**src/rtl/rqgt_handover.sv**
```systemverilog
module rqgt_handover #(
  parameter int NCH = 2
) (
  input  logic           clk,
  input  logic           rst_n,
  input  logic [2:0]     tstate,
  input  logic           odd_low,
  input  logic           first_ack,
  input  logic           inta_cyc,
  input  logic           locked,
  input  logic [NCH-1:0] rq_in,
  output logic [NCH-1:0] rq_pull,
  output logic           bus_float,
  output logic           stall,
  output logic           lock_n
);
  localparam logic [2:0] TS_IDLE = 3'd0;
  localparam logic [2:0] TS_T2   = 3'd2;
  localparam logic [2:0] TS_T4   = 3'd4;

  typedef enum logic [1:0] {S_OWN, S_HOLD, S_GAP} st_t;

  st_t            st;
  logic [NCH-1:0] wire_q, pend, pend_nx, seen, pick, owner;
  logic           early, ack_lk, lock_any, win, go;

  assign seen     = wire_q & ~rq_in & ~rq_pull;
  assign lock_any = locked | ack_lk;
  assign win      = (tstate == TS_IDLE) ||
                    (tstate == TS_T4 && early && !odd_low && !first_ack);
  assign go       = (st == S_OWN) && (|pend) && win && !lock_any;

  always_comb begin
    pick = '0;
    for (int i = 0; i < NCH; i++)
      if (pend[i] && pick == '0) pick[i] = 1'b1;
  end

  assign rq_pull   = go ? pick : '0;
  assign pend_nx   = (pend & ~rq_pull) | (seen & ~((st == S_HOLD) ? owner : '0));
  assign bus_float = (st == S_HOLD);
  assign stall     = (st == S_HOLD);
  assign lock_n    = (st == S_HOLD) || !lock_any;

  always_ff @(posedge clk or negedge rst_n) begin
    if (!rst_n) begin
      wire_q <= '1;
      pend   <= '0;
      owner  <= '0;
      early  <= 1'b0;
      ack_lk <= 1'b0;
      st     <= S_OWN;
    end else begin
      wire_q <= rq_in;
      pend   <= pend_nx;
      early  <= (|pend_nx) && ((early && !go) || tstate <= TS_T2);
      if (tstate == TS_T2 && inta_cyc) ack_lk <= first_ack;
      case (st)
        S_OWN:   if (go) begin st <= S_HOLD; owner <= pick; end
        S_HOLD:  if (|(seen & owner)) st <= S_GAP;
        default: st <= S_OWN;
      endcase
    end
  end

  AST_PULL_ONEHOT: assert property (@(posedge clk) disable iff (!rst_n)
    $onehot0(rq_pull));
  AST_GRANT_WINDOW: assert property (@(posedge clk) disable iff (!rst_n)
    (|rq_pull) |-> (tstate == TS_IDLE || tstate == TS_T4));
  AST_FLOAT_FOLLOWS: assert property (@(posedge clk) disable iff (!rst_n)
    (|rq_pull) |=> (bus_float && stall));
  AST_T4_GATED: assert property (@(posedge clk) disable iff (!rst_n)
    ((|rq_pull) && tstate == TS_T4) |-> (!odd_low && !first_ack));
  AST_LOCK_GATED: assert property (@(posedge clk) disable iff (!rst_n)
    (|rq_pull) |-> !locked);
  AST_GAP_QUIET: assert property (@(posedge clk) disable iff (!rst_n)
    $fell(bus_float) |-> (rq_pull == '0));
  AST_LOCK_FLOAT: assert property (@(posedge clk) disable iff (!rst_n)
    bus_float |-> lock_n);
endmodule

```
**config.mk**
```make
export PLATFORM = sky130hd
export DESIGN_NAME = rqgt_handover
export DESIGN_NICKNAME = d
export VERILOG_FILES = /design/src/rtl/rqgt_handover.sv
export SDC_FILE = /design/constraint.sdc
export NUM_CORES = 1
export LEC_CHECK = 0
export BUFFER_PORTS_ARGS = -buffer_cell sky130_fd_sc_hd__buf_4
export CAP_MARGIN = 20
export CORE_AREA = 2 2 39 41
export CTS_BUF_LIST = sky130_fd_sc_hd__clkbuf_4
export DETAILED_ROUTE_END_ITERATION = 6
export DIE_AREA = 0 0 41 43
export GPL_TIMING_DRIVEN = 0
export PLACE_DENSITY_LB_ADDON = 0.2
export SLEW_MARGIN = 20
export SYNTH_ARGS = -nofsm -noshare
export SYNTH_HDL_FRONTEND = slang
export SYNTH_SLANG_ARGS = --single-unit
```
**constraint.sdc**
```tcl
create_clock -name clk -period 1.9 [get_ports clk]
set_input_delay 0.38 -clock clk [delete_from_list [all_inputs] [get_ports clk]]
set_output_delay 0.38 -clock clk [all_outputs]
set_load 0.01 [all_outputs]
```
* After elaboration in Yosys (flattened, before gate mapping) *
Cells that the tools add are included.

word-level totals
  bits in registers = 10
  word-level logic and storage cells = 54

cells by class
  order comparisons = 1
  eq/ne operators = 5
  muxes and demuxes = 7
  bitwise gates (word level) = 11
  reduce and logical (&&, ||, !) cells = 24

operator list
  cell                number
  $and 2x2->2         5
  $logic_and 1x1->1   10
  $mux 2              4
  $not 2->2           3
  $reduce_or 2->1     3
  $logic_not 1->1     4
  $pmux 2 s2          1
  $reduce_and 2->1    2
  $eq 3x2->1 const B  1
  $eq 3x3->1 const B  1
  $le 3x2->1 const B  1
  $logic_not 3->1     1
  $logic_or 1x1->1    3
  $eq 2x1->1 const B  1
  $logic_not 2->1     1
  $mux 1              2
  $ne 2x1->1 const B  1
  $ne 2x2->1 const B  1
  $or 2x2->2          1
  $not 1->1           1
  $or 1x1->1          1

* Longest topological paths before layout *
  word-level depth = 14
  mapped depth = 4
  mapped depth without buffers = 4

* Worst setup path before layout *
Ideal clock, no wire load.

  kind = register to output
  start = register st[0]
  end = output port rq_pull[0]
  arrival = 1.556 ns
  setup slack = -0.036 ns
  cell stages (with the launch flop) = 4
  buffers on the path = 0
  cells stage by stage = dfrtp_1 or4_4 a2111o_1 nor2_1

between the ends
  longest elaborated chain between the ends = 5

ends and longest elaborated chain
  element                         line  RTL
  from (decl)                     23    st_t st;
  from (signal assigned)          52    st <= S_OWN;
  from (signal assigned)          59    S_OWN: if (go) begin st <= S_HOLD; owner <= pick; end
  from (signal assigned)          60    S_HOLD: if (|(seen & owner)) st <= S_GAP;
  $logic_not 2->1                 31    assign go = (st == S_OWN) && (|pend) && win && !lock_any;
  $logic_and 1x1->1 (3 in a row)  31
  $mux 2                          39    assign rq_pull = go ? pick : '0;
  to (decl)                       12    output logic [NCH-1:0] rq_pull,

No other way between the ends.

* Worst setup path after layout *
  start = register st[1]
  end = output port rq_pull[0]

Same word-level chain as after synthesis.

==> qor.txt <==
Setup Skew = 0.005751 ns
Data required, critical path = 1.52 ns
relative slew slack = 79.89%
Primary FF master, synth = dfrtp_1
Max Transition Viols Final = 0
final setup fails = 3
TritonCTS buffer count = 3
Mapped Area = 478.0 sq um
Total GRT Usage = 16.31%
die width = 41 um
clock-pin slew on the worst setup and hold paths = 0.07 ns
largest net degree at the start of global routing = 11
Leak = 0.0003606 uW
Longest Clk Path Bufs = 2
status = finished with violations
register bit total from synthesis = 10
Commonest cells post-synth = dfrtp_1, nor2_1, a21oi_1
via count = 450
worst slack, placed = -0.2164 ns
Avg Cell Area, Syn = 11.38 sq um
DIE HEIGHT = 43 um
share of Yosys cell area claimed by the top area cell type = 41.88%
number of global-route vias before repair = 465
Area Overhead vs Synth = 54.19%
CTS tree = built
Synth area leaders = dfrtp_1, dfstp_2, mux2_2
failing checks = negative setup slack
initial antenna violation count = 0
synthesized net count = 53
Post-synth EDFFs = 0
Post-DP HPWL = 754.8 um
PwrDens = 938.1 mW/mm^2
area of the core = 0.001384 sq mm
post-route setup slack = -0.2654 ns
layout cells sized above 1 = 56.34%
post-synthesis cell type with the largest combined area = dfrtp_1
Detail Route Antenna Nets = 0
Async SR Flop Fraction = 100.0%
final instance area = 737.0 sq um
critical path buffer and inverter count = 1
Skew-Pair Late Insertion Delay = 0.27 ns
first-pass GRT wire length = 1869 um
Crit Path Max Fanout = 2
f_max = 461.8 MHz
Final Hold Vio Count = 0
WL final = 1186 um
htree depth = 1
initial DRC count = 5
crit share post-route = 114.0%
sequential fraction of the synthesis area = 52.88%
# rows = 14
port bufs = 15
fin nets = 83
Data arrival, critical path = 1.79 ns
CP Cell Sequence = or4_4 -> a2111o_1 -> nor2_2 -> buf_4
n_diodes = 0
vias per cell = 5.172
# clock sinks = 10
GPL Wtd Cong = 0.7636
Tot Pwr = 691.3 uW
Pre-antenna DRT Iters = 4
Max VDD drop = 522.3 uV
io pins = 16
Syn Inst Count = 42
DP Area = 613.1 sq um
crit path time final = 2.165 ns
RSZ-0062 raised after global routing = yes
count leader, synth = dfrtp_1
Setup CP Type = flop to primary output
Cell variety after synth = 24
final hold slack = 0.2271 ns
Worst path max stage delay = 0.52 ns
clk root buf = clkbuf_4
HP Class = input port to flop
Wirelength per Cell = 13.63 um
Top delay family on crit path = simple AND/OR/NAND/NOR gates
max cap viols = 0
# DRC = 0
startpoint types = flop
die area = 0.001763 sq mm
Initial Util = 34.54%
CP max stage cell = or4_4
Critical Path Sink Type = primary output
slew of the pin with the lowest slew margin = 0.2990 ns
Synth warnings = 0
total gr overflow = 0
## through the flow
stage	TNS, ns	instances	util, %
after floorplan	0	42	-
after global placement	-0.3682	73	44.30
after detailed placement	-0.3645	73	44.30
after CTS	-0.5891	87	53.25
after global routing	-0.8555	87	53.25
final	-0.6838	87	53.25
## layout by cell type (no fill, tap or decap), types with 2 or more instances in the layout
master    netlist  routed
clkbuf_4        0       4
buf_4           1      24
dfstp_2         2       2
a21o_1          2       2
dfrtp_1         8       8
mux2_2          2       2
inv_1           2       2
a21oi_1         3       3
nor2b_1         2       2
a21boi_0        2       2
nor2_1          4       3
## sequential cells by signal, indices dropped and copies added, names as in the netlist
register  count
owner         2
pend          2
st            2
wire_q        2
ack_lk        1
early         1
## logic make-up (layout without fill, tap and decap cells)
kind of cell	after synthesis	after routing	synth area share (%)
simple gates	14	14	18.59
compound gates	13	13	20.68
flops	10	10	52.88
buf+inv	3	32	3.143
mux	2	2	4.712
## where the power goes
part           switching (uW)  internal (uW)
clock                    73.1           95.5
combinational            95.8            137
sequential               31.0            259
## final timing paths
path | startpoint | to | slack (ns) | cells after the start
min in group asynchronous | rst_n | st[1] | 0.47 | 2
max in group asynchronous | rst_n | wire_q[0] | 1.20 | 2
setup / recovery | st[1] | rq_pull[0] | -0.27 | 4
setup reg to reg | st[1] | early | -0.22 | 9
hold / removal | rq_in[1] | wire_q[1] | 0.23 | 1
hold reg to reg | owner[0] | owner[0] | 0.51 | 1
## routing by layer
metal | track usage, % | vias up | wire length, um
li1 | - | 212 | -
met1 | 18.92 | 211 | 482
met2 | 23.75 | 19 | 561
met3 | 4.188 | 8 | 86
met4 | 13.33 | 0 | 55
met5 | 0 | - | 0
## cell type report
cell class | instances | area, sq um
buffer | 1 | 7.507
tap | 16 | 20.02
sequential | 10 | 252.7
timing repair buffer | 25 | 193.9
clock buffer | 4 | 30.03
fill | 131 | 646.9
inverter | 2 | 7.507
multi-input combinational | 29 | 225.2
## timing repair
item,CTS,global route
gates resized for setup,4,0
hold buffers,1,0
setup endpoints to repair,2,3
setup buffers,9,0
pin swaps,5,0
hold endpoints to repair,8,0
Note: power is estimated with default switching activity, not from simulation.
